`config.mk`:
```
export PLATFORM = sky130hd
export DESIGN_NAME = dual_bcd_adder_disp
export DESIGN_NICKNAME = d
export VERILOG_FILES = /design/src/rtl/dcad_pkg.sv /design/src/rtl/dcad_sync.sv /design/src/rtl/dcad_tick.sv /design/src/rtl/dcad_counter.sv /design/src/rtl/dcad_bin2bcd.sv /design/src/rtl/dual_bcd_adder_disp.sv
export SDC_FILE = /design/constraint.sdc
export NUM_CORES = 1
export LEC_CHECK = 0
export ABC_AREA = 1
export ABC_CLOCK_PERIOD_IN_PS = 7600
export BUFFER_PORTS_ARGS = -buffer_cell sky130_fd_sc_hd__buf_4
export CAP_MARGIN = 20
export CORE_MARGIN = 2
export CORE_UTILIZATION = 35
export DETAILED_ROUTE_END_ITERATION = 10
export PLACE_DENSITY = 0.56
export SLEW_MARGIN = 20
export SYNTH_ARGS = -nofsm -noshare
export SYNTH_HDL_FRONTEND = slang
export SYNTH_SLANG_ARGS = --single-unit
export TNS_END_PERCENT = 50
```
`constraint.sdc`:
```
create_clock -name clk -period 7.6 [get_ports clk]
set_input_delay 1.52 -clock clk [delete_from_list [all_inputs] [get_ports clk]]
set_output_delay 1.52 -clock clk [all_outputs]
set_load 0.01 [all_outputs]
```
`src/rtl/dcad_pkg.sv`:
```
`timescale 1ns/1ps
package dcad_pkg;
  typedef logic [6:0] seg_t;

  // active-low glyph, bit6=g .. bit0=a
  function automatic seg_t glyph(input logic [3:0] d);
    logic [6:0] on;
    case (d)
      4'd0: on = 7'h3F;
      4'd1: on = 7'h06;
      4'd2: on = 7'h5B;
      4'd3: on = 7'h4F;
      4'd4: on = 7'h66;
      4'd5: on = 7'h6D;
      4'd6: on = 7'h7D;
      4'd7: on = 7'h07;
      4'd8: on = 7'h7F;
      4'd9: on = 7'h6F;
      default: on = 7'h00;
    endcase
    return ~on;
  endfunction
endpackage

```
`src/rtl/dcad_sync.sv`:
```
`timescale 1ns/1ps
module dcad_sync #(
  parameter int W = 3,
  parameter logic [W-1:0] RST_VAL = '0
) (
  input  logic         clk,
  input  logic         rst_n,
  input  logic [W-1:0] d,
  output logic [W-1:0] q
);
  logic [W-1:0] meta_q;

  always_ff @(posedge clk or negedge rst_n) begin
    if (!rst_n) begin
      meta_q <= RST_VAL;
      q      <= RST_VAL;
    end else begin
      meta_q <= d;
      q      <= meta_q;
    end
  end
endmodule

```
`src/rtl/dcad_tick.sv`:
```
`timescale 1ns/1ps
module dcad_tick #(
  parameter int DIV = 25_000_000
) (
  input  logic clk,
  input  logic rst_n,
  output logic tick
);
  localparam int CW = (DIV > 1) ? $clog2(DIV) : 1;
  localparam logic [CW-1:0] LAST = CW'(DIV - 1);

  logic [CW-1:0] cnt_q, cnt_d;

  assign tick = (cnt_q == LAST);

  always_comb begin
    cnt_d = tick ? '0 : cnt_q + 1'b1;
  end

  always_ff @(posedge clk or negedge rst_n) begin
    if (!rst_n) cnt_q <= '0;
    else        cnt_q <= cnt_d;
  end

  // count stays in range and ticks are isolated
  a_r3_div_range: assert property (@(posedge clk) disable iff (!rst_n)
    cnt_q <= LAST);
  generate
    if (DIV > 1) begin : g_gap
      a_r3_tick_gap: assert property (@(posedge clk) disable iff (!rst_n)
        tick |=> !tick);
    end
  endgenerate
endmodule

```
`src/rtl/dcad_counter.sv`:
```
`timescale 1ns/1ps
module dcad_counter #(
  parameter int MAXV = 99,
  localparam int CW = $clog2(MAXV + 1)
) (
  input  logic          clk,
  input  logic          rst_n,
  input  logic          tick,
  input  logic          press,
  input  logic          down,
  output logic [CW-1:0] value
);
  localparam logic [CW-1:0] TOP = CW'(MAXV);

  logic [CW-1:0] val_q, val_d;
  logic          step;

  assign step  = tick & press;
  assign value = val_q;

  always_comb begin
    val_d = val_q;
    if (step) begin
      if (down) val_d = (val_q == '0) ? TOP : val_q - 1'b1;
      else      val_d = (val_q == TOP) ? '0 : val_q + 1'b1;
    end
  end

  always_ff @(posedge clk or negedge rst_n) begin
    if (!rst_n) val_q <= '0;
    else        val_q <= val_d;
  end

  a_r1_in_range: assert property (@(posedge clk) disable iff (!rst_n)
    val_q <= TOP);
  a_r2_hold: assert property (@(posedge clk) disable iff (!rst_n)
    !(tick && press) |=> $stable(val_q));
  a_r5_up_step: assert property (@(posedge clk) disable iff (!rst_n)
    (tick && press && !down && val_q != TOP) |=> val_q == CW'($past(val_q) + 1));
  a_r5_up_wrap: assert property (@(posedge clk) disable iff (!rst_n)
    (tick && press && !down && val_q == TOP) |=> val_q == '0);
  a_r6_down_wrap: assert property (@(posedge clk) disable iff (!rst_n)
    (tick && press && down && val_q == '0) |=> val_q == TOP);
endmodule

```
`src/rtl/dcad_bin2bcd.sv`:
```
`timescale 1ns/1ps
module dcad_bin2bcd #(
  parameter int W  = 8,
  parameter int ND = 3
) (
  input  logic [W-1:0]    bin,
  output logic [4*ND-1:0] bcd
);
  always_comb begin
    bcd = '0;
    for (int i = W - 1; i >= 0; i--) begin
      for (int d = 0; d < ND; d++) begin
        if (bcd[4*d +: 4] >= 4'd5) bcd[4*d +: 4] = bcd[4*d +: 4] + 4'd3;
      end
      bcd = {bcd[4*ND-2:0], bin[i]};
    end
  end
endmodule

```
`src/rtl/dual_bcd_adder_disp.sv`:
```
`timescale 1ns/1ps
module dual_bcd_adder_disp #(
  parameter int DIV   = 25_000_000,
  parameter int MAXV  = 99,
  parameter int NLED  = 10
) (
  input  logic            clk,
  input  logic            rst_n,
  input  logic            btn_a_n,
  input  logic            btn_b_n,
  input  logic            dir_down,
  output logic [6:0]      seg_a_hi,
  output logic [6:0]      seg_a_lo,
  output logic [6:0]      seg_b_hi,
  output logic [6:0]      seg_b_lo,
  output logic [6:0]      seg_s_hi,
  output logic [6:0]      seg_s_lo,
  output logic [NLED-1:0] led_hund
);
  import dcad_pkg::*;

  localparam int CW = $clog2(MAXV + 1);
  localparam int SW = $clog2(2 * MAXV + 1);
  localparam int NDIG = 6;

  logic          tick;
  logic [2:0]    in_sync;
  logic [CW-1:0] cnt [2];
  logic [7:0]    cnt_bcd [2];
  logic [SW-1:0] sum;
  logic [11:0]   sum_bcd;
  logic [3:0]    dig [NDIG];
  seg_t          seg [NDIG];

  // idle buttons are high, direction up
  dcad_sync #(.W(3), .RST_VAL(3'b011)) u_sync (
    .clk(clk), .rst_n(rst_n),
    .d({dir_down, btn_b_n, btn_a_n}),
    .q(in_sync)
  );

  dcad_tick #(.DIV(DIV)) u_tick (.clk(clk), .rst_n(rst_n), .tick(tick));

  generate
    for (genvar i = 0; i < 2; i++) begin : g_ctr
      dcad_counter #(.MAXV(MAXV)) u_ctr (
        .clk(clk), .rst_n(rst_n), .tick(tick),
        .press(~in_sync[i]), .down(in_sync[2]),
        .value(cnt[i])
      );
      dcad_bin2bcd #(.W(CW), .ND(2)) u_conv (.bin(cnt[i]), .bcd(cnt_bcd[i]));
      assign dig[2*i]     = cnt_bcd[i][7:4];
      assign dig[2*i + 1] = cnt_bcd[i][3:0];
    end
  endgenerate

  assign sum = SW'(cnt[0]) + SW'(cnt[1]);

  dcad_bin2bcd #(.W(SW), .ND(3)) u_sum_conv (.bin(sum), .bcd(sum_bcd));

  assign dig[4] = sum_bcd[7:4];
  assign dig[5] = sum_bcd[3:0];

  generate
    for (genvar k = 0; k < NDIG; k++) begin : g_seg
      assign seg[k] = glyph(dig[k]);
    end
  endgenerate

  assign led_hund = {NLED{sum_bcd[11:8] != 4'd0}};

  assign seg_a_hi = seg[0];
  assign seg_a_lo = seg[1];
  assign seg_b_hi = seg[2];
  assign seg_b_lo = seg[3];
  assign seg_s_hi = seg[4];
  assign seg_s_lo = seg[5];

  a_r10_all_or_none: assert property (@(posedge clk) disable iff (!rst_n)
    (led_hund == '0) || (led_hund == '1));
  a_r10_led_vs_sum: assert property (@(posedge clk) disable iff (!rst_n)
    (led_hund != '0) == ((cnt[0] + cnt[1]) >= 100));
  a_r4_tick_only_change: assert property (@(posedge clk) disable iff (!rst_n)
    !tick |=> ($stable(cnt[0]) && $stable(cnt[1])));
endmodule

```
; ---- Word level (Yosys, flattened, before mapping)
; Memories as Yosys holds them, arrays and structs flattened.
; Cells that the tools add are included.
[op_classes]
n_shift = 0
bitwise = 10
n_mul = 0
div = 0
n_reduce_logical = 3
add_sub_neg = 23
order_cmp = 17
n_eq_ne = 3
muxes = 24
[ops]
columns = operator, count
row1 = 2-to-1 mux 4 bit, 15
row2 = "adder 4 x 2 -> 4 bit, second input constant", 11
row3 = "greater-or-equal comparator 4 x 3 -> 1 bit, second input constant", 11
row4 = 2-to-1 mux 7 bit, 6
row5 = inverter 7 bit, 6
row6 = "adder 25 x 1 -> 25 bit, second input constant", 1
row7 = "equality test 25 bit, second input constant", 1
row8 = 2-to-1 mux 25 bit, 1
row9 = "greater-or-equal comparator 3 bit, second input constant", 6
row10 = "adder 3 x 2 -> 4 bit, second input constant", 4
row11 = "adder 7 x 1 -> 7 bit, second input constant", 2
row12 = "equality test 7 bit, second input constant", 2
row13 = zero test 7 bit, 2
row14 = "subtractor 7 x 1 -> 7 bit, second input constant", 2
row15 = adder 7 x 7 -> 8 bit, 1
row16 = "adder 3 x 2 -> 3 bit, second input constant", 2
row17 = 2-to-1 mux 3 bit, 2
row18 = nonzero test 4 bit, 1
row19 = AND 1 bit, 2
row20 = inverter 1 bit, 2
[word_totals]
ram_bits = 0
memories = 6
regBits = 45
out_inout_bits = 52
inputBits = 5
wordCells = 91
mem_bits_ro = 672
latch_bits = 0
[mem_list]
columns = name, words, width, read_ports, rd_ports_with_merged_regs, wr, line
row1 = (name not given), 16, 7, 1, 0, 0, dcad_pkg.sv:8  ; case (d)
row2 = (name not given), 16, 7, 1, 0, 0, dcad_pkg.sv:8
row3 = (name not given), 16, 7, 1, 0, 0, dcad_pkg.sv:8
row4 = (name not given), 16, 7, 1, 0, 0, dcad_pkg.sv:8
row5 = (name not given), 16, 7, 1, 0, 0, dcad_pkg.sv:8
row6 = (name not given), 16, 7, 1, 0, 0, dcad_pkg.sv:8

; ---- Logic depth before layout (Yosys ltp)
; An unclocked memory read counts as a cell.
[depth]
word_depth = 13
mapped_depth = 43
ltp_nobuf = 43

; ---- By module
; Synthesis repeated with hierarchy kept, for this count alone.
[unflattened]
cells_unflattened = 986
area_unflattened_um2 = 6528.8
[modules_own_cells]
columns = module, cells_each, n_inst, area_each_um2
row1 = dcad_tick, 214, 1, 1579.0
row2 = dcad_counter, 104, 2, 708.2
row3 = dual_bcd_adder_disp, 228, 1, 1345.0
row4 = dcad_bin2bcd at g_ctr[0].u_conv ..., 93, 2, 578.1
row5 = dcad_bin2bcd at u_sum_conv, 144, 1, 877.1
row6 = dcad_sync, 6, 1, 155.1

; ---- Worst setup path before layout
; Ideal clock, no wire load.
[synth_path]
path_kind = register to output
startpoint = reg g_ctr[1].u_ctr.val_q[0]
endpoint = out led_hund[1]
path_buffers = 1
required_time_ns = 6.080
arrival_ns = 5.213
path_stages_with_launch = 29
slack_ns = 0.867
cell_sequence = dfrtp_1 > ha_1 > fa_1 > nand3_1 > nand3_1 > nand2_1 > nand2_1 > nand2_1 > nand2_1 > ha_1 > nand2_1 > nand3_2 > nand3_1 > nand2_2 > ha_1 > nand2_1 > nand3_2 > nand2_1 > nand2_1 > nand2_1 > inv_1 > ha_1 > nand2_1 > nand4_1 > nand2_1 > inv_1 > ha_1 > o311ai_0 > buf_4
[synth_via]
elab_chain_cells = 12
elab_cells_between_ends = 20
cone_classes = 7 x add/sub / 6 x order compare / 6 x mux / 1 x reduce/logical
[synth_rtl]
columns = item, line
row1 = "start, declared", dcad_counter.sv:15  ; logic [CW-1:0] val_q, val_d;
row2 = "start signal, assigned", dcad_counter.sv:31  ; else val_q <= val_d;
row3 = adder 7 x 7 -> 8 bit (*), dual_bcd_adder_disp.sv:57  ; assign sum = SW'(cnt[0]) + SW'(cnt[1]);
row4 = adder 3 x 2 -> 4 bit / greater-or-equal comparator 3 bit (equally long branches), dcad_bin2bcd.sv:13  ; if (bcd[4*d +: 4] >= 4'd5) bcd[4*d +: 4] = bcd[4*d +: 4] + 4'd3;
row5 = 2-to-1 mux 4 bit, dcad_bin2bcd.sv:13
row6 = adder 4 x 2 -> 4 bit / greater-or-equal comparator 4 x 3 -> 1 bit (equally long branches), dcad_bin2bcd.sv:13
row7 = 2-to-1 mux 4 bit, dcad_bin2bcd.sv:13
row8 = adder 4 x 2 -> 4 bit / greater-or-equal comparator 4 x 3 -> 1 bit (equally long branches), dcad_bin2bcd.sv:13
row9 = 2-to-1 mux 4 bit, dcad_bin2bcd.sv:13
row10 = adder 4 x 2 -> 4 bit (tied with other cells), dcad_bin2bcd.sv:13
row11 = 2-to-1 mux 4 bit, dcad_bin2bcd.sv:13
row12 = adder 4 x 2 -> 4 bit / greater-or-equal comparator 4 x 3 -> 1 bit (equally long branches), dcad_bin2bcd.sv:13
row13 = 2-to-1 mux 4 bit, dcad_bin2bcd.sv:13
row14 = nonzero test 4 bit (*), dual_bcd_adder_disp.sv:70  ; assign led_hund = {NLED{sum_bcd[11:8] != 4'd0}};
row15 = "end, declared", dual_bcd_adder_disp.sv:18  ; output logic [NLED-1:0] led_hund
; Every way passes the cells marked *; elsewhere a longest branch is shown, timed or not.

; ---- Worst setup path after layout
[layout_path]
startpoint = reg g_ctr[1].u_ctr.val_q[0]
endpoint = out seg_s_hi[3]
[layout_via]
elab_chain_cells = 13
elab_cells_between_ends = 24
cone_classes = 8 x add/sub / 7 x order compare / 7 x mux / 1 x bitwise / 1 x memory
[layout_rtl]
columns = item, line
row1 = adder 7 x 7 -> 8 bit (*), dual_bcd_adder_disp.sv:57
row2 = adder 3 x 2 -> 4 bit / greater-or-equal comparator 3 bit (equally long branches), dcad_bin2bcd.sv:13
row3 = 2-to-1 mux 4 bit, dcad_bin2bcd.sv:13
row4 = adder 4 x 2 -> 4 bit / greater-or-equal comparator 4 x 3 -> 1 bit (equally long branches), dcad_bin2bcd.sv:13
row5 = 2-to-1 mux 4 bit, dcad_bin2bcd.sv:13
row6 = adder 4 x 2 -> 4 bit / greater-or-equal comparator 4 x 3 -> 1 bit (equally long branches), dcad_bin2bcd.sv:13
row7 = 2-to-1 mux 4 bit, dcad_bin2bcd.sv:13
row8 = adder 4 x 2 -> 4 bit (tied with other cells), dcad_bin2bcd.sv:13
row9 = 2-to-1 mux 4 bit, dcad_bin2bcd.sv:13
row10 = adder 4 x 2 -> 4 bit / greater-or-equal comparator 4 x 3 -> 1 bit (equally long branches), dcad_bin2bcd.sv:13
row11 = 2-to-1 mux 4 bit, dcad_bin2bcd.sv:13
row12 = memory (16 x 7 bit) (*), n/a
row13 = inverter 7 bit (*), dcad_pkg.sv:21  ; return ~on;
row14 = "end, declared", dual_bcd_adder_disp.sv:16  ; output logic [6:0] seg_s_hi,
; Marks and branches as above.

==> results_dict.tcl <==
set metrics [dict create \
    grt_pass1_vias 4796 \
    grt_max_degree 46 \
    diodes 0 \
    setup_viol 0 \
    post_drt_via_cell_ratio 4.61 \
    worst-path-buf-inv 5 \
    grt_antenna_before_repair 0 \
    cts_buffer_depth 2 \
    path_clk_slew_ns 0.07 \
    yosysTopAreaCell "dfrtp_1" \
    crit_path_end_kind "output pin" \
    start_util_pct 35.8 \
    cts_sinks 45 \
    startpoint_type "flop" \
    syn-num-nets 988 \
    ys_warn_count 0 \
    drtIter0Drc 258 \
    layout-drive-gt1-share_pct 13.8 \
    p_leak_nw 3.74 \
    hp-class "flop to flop" \
    grt.total_usage_pct 13.3 \
    yosys-top-cells-area "dfrtp_1 (17%), ha_1 (17%), nand2_1 (14%)" \
    ys_ff_latch 45 \
    grt_pass1_wl_um 20900 \
    finalCritPeriodShare_pct 91.6 \
    wl_per_cell_um 10.2 \
    cpLargestDelayFamily "simple AND/OR/NAND/NOR gates" \
    synthCells 901 \
    firstDrtPassIters 4 \
    cp_slowest_cell "dfrtp_2" \
    numPortBuffers 56 \
    status "completed" \
    netlist_area_um2 5940 \
    ff_latch_area_um2 1130 \
    antenna_left 0 \
    worstPathMaxFanout 8 \
    synthDistinctLibCells 43 \
    syn_area_per_cell_um2 6.59 \
    die_h_um 134 \
    syn2layout_area_growth_pct 13.0 \
    grt-ovfl-total 0 \
    gp_congestion 0.829 \
    ioPinCount 57 \
    num-nets-final 1038 \
    place_ws_ns 0.912 \
    rsz0062_at_grt "false" \
    finClkSkew_ns 0.00862 \
    via_count 5406 \
    route.detailed.drc 0 \
    p_per_area_nw_per_um2 72.5 \
    fin_util_pct 40.5 \
    layout_commonest_cell "nand2_1" \
    crit_type "flop to output pin" \
    period_needed_ns 6.96 \
    maxCapViolations 0 \
    die_w_um 134 \
    required_ns 6.08 \
    fillCellCount 1784 \
    cts-root-buf "clkbuf_16" \
    tns_ns 0 \
    clk_latency_ns 0.29 \
    cpMostUsedCell "nand2_1" \
    core_area_um2 16600 \
    finalWirelength_um 12000 \
    synth_top_area_share_pct 17.3 \
    crit_path_max_incr_delay_ns 0.47 \
    tightest_slew_ns 0.973 \
    dp_hpwl_um 9650 \
    hold_viol_final 0 \
    postCtsHoldBufs 0 \
    relSlewSlack_pct 34.1 \
    yosysSeqAreaShare_pct 19.0 \
    maxSlewViolCount 0 \
    whs_ns 0.354 \
    die-area_um2 18000 \
    numCtsBuffers 5 \
    multiInputGateArea_um2 4090 \
    arrival_ns 5.44 \
    rows 47 \
    max_freq_ghz 0.144 \
    h-tree-depth 2 \
    layout_common_cells "nand2_1 (224), inv_1 (159), nand3_1 (86)" \
    setup_ws_ns 0.641 \
    cts_tree "built" \
    ir_worst_vdd_v 0.000111 \
]
-- Yosys cell counts (all sizes together) --
cell and count:
inv 167, nand3b 6, buf 9, nand4 14, o311ai 1, clkinv 2, nor3 16, a211o 1
a221oi 1, mux2i 1, clkbuf 4, nand2 242, a21o 2, xor2 21, o21a 2, o21bai 1
xnor2 8, fa 1, or2 10, nand3 90, nor4 8, dfrtp 41, o31ai 2, o21ai 71
nor2 57, a31oi 4, o211ai 3, a21oi 26, o22ai 5, ha 81, dfstp 4
-- registers in the layout, summed over array words and instances, names as in the netlist --
name and count:
u_sync.meta_q 3, u_tick.cnt_q 25, u_sync.q 3, g_ctr.u_ctr.value 14
-- final timing paths --
path	end	start	slack, ns	depth (start not counted)
min reg2reg	u_sync.q[2]$_DFF_PN0_	u_sync.meta_q[2]$_DFF_PN0_	0.35	0
min in group asynchronous	u_tick.cnt_q[19]$_DFF_PN0_	rst_n	1.23	1
max	seg_s_hi[3]	g_ctr[1].u_ctr.value[0]$_DFFE_PN0P_	0.64	37
max in group asynchronous	g_ctr[1].u_ctr.value[0]$_DFFE_PN0P_	rst_n	5.94	1
max reg2reg	u_tick.cnt_q[24]$_DFF_PN0_	u_tick.cnt_q[0]$_DFF_PN0_	4.66	18
min	u_sync.q[2]$_DFF_PN0_	u_sync.meta_q[2]$_DFF_PN0_	0.35	0
-- through the flow --
stage / instance area (um2) / total power, mW / cells
finish: 6710 / 0.487 / 1172
global placement: 6550 / 0.258 / 1164
floorplan: 5940 / 0.250 / 901
detailed placement: 6550 / 0.258 / 1164
CTS: 6710 / 0.496 / 1172
global route: 6710 / 0.506 / 1172
-- per-layer routing --
| metal | share of wire (%) | track usage [%] | up-vias |
|---|---|---|---|
| met5 | 0 | 0 | - |
| met4 | 0.44 | 1.58 | 0 |
| met3 | 1.8 | 1.63 | 5 |
| met2 | 46 | 22.8 | 44 |
| met1 | 52 | 18.4 | 2380 |
| li1 | - | - | 2977 |
-- kinds of logic (layout without fill, tap and decap cells) --
logic type      Yosys count  count (layout)  synth area share [%]
fa+ha+maj                82              82                  17.4
mux                       1               1                 0.168
buf+inv                 182             233                  12.1
xor+xnor                 29              29                  4.84
compound gates          119             119                  13.0
simple gates            443             443                  33.5
flops                    45              45                  19.0
-- worst reg2reg max path, stage by stage (launching register included) --
cell     delay, ns
dfrtp_1       0.37
ha_1          0.19
nand2_1       0.06
nor2_1        0.20
inv_1         0.06
nor2_1        0.19
inv_1         0.10
nor2_1        0.11
inv_1         0.07
nor2_1        0.08
inv_1         0.06
nor3_1        0.21
nand3_1       0.19
nor4_2        0.22
nand2_1       0.19
nor4_2        0.28
nand2_1       0.08
nor2_1        0.09
nor3_1        0.05
-- final cells by class --
cell class	instances	area share (%)
sequential	45	16.9
clock buffer	6	2.07
multi-input combinational	674	61.0
timing repair buffer	56	6.26
clock inverter	2	0.261
inverter	169	9.45
tap	220	4.10
-- report_power, final --
| part | switching (mW) | total (mW) | internal (mW) |
|---|---|---|---|
| Sequential | 0.00175 | 0.244 | 0.242 |
| Clock | 0.101 | 0.234 | 0.133 |
| Combinational | 0.00654 | 0.00911 | 0.00257 |
| Total | 0.109 | 0.487 | 0.377 |
-- what timing repair did --
item                       4_1_cts  5_1_grt
resized for setup                0        1
setup endpoints to repair        0        3
setup buffers                    0        0
No activity file was read; power rests on OpenSTA's default activity.
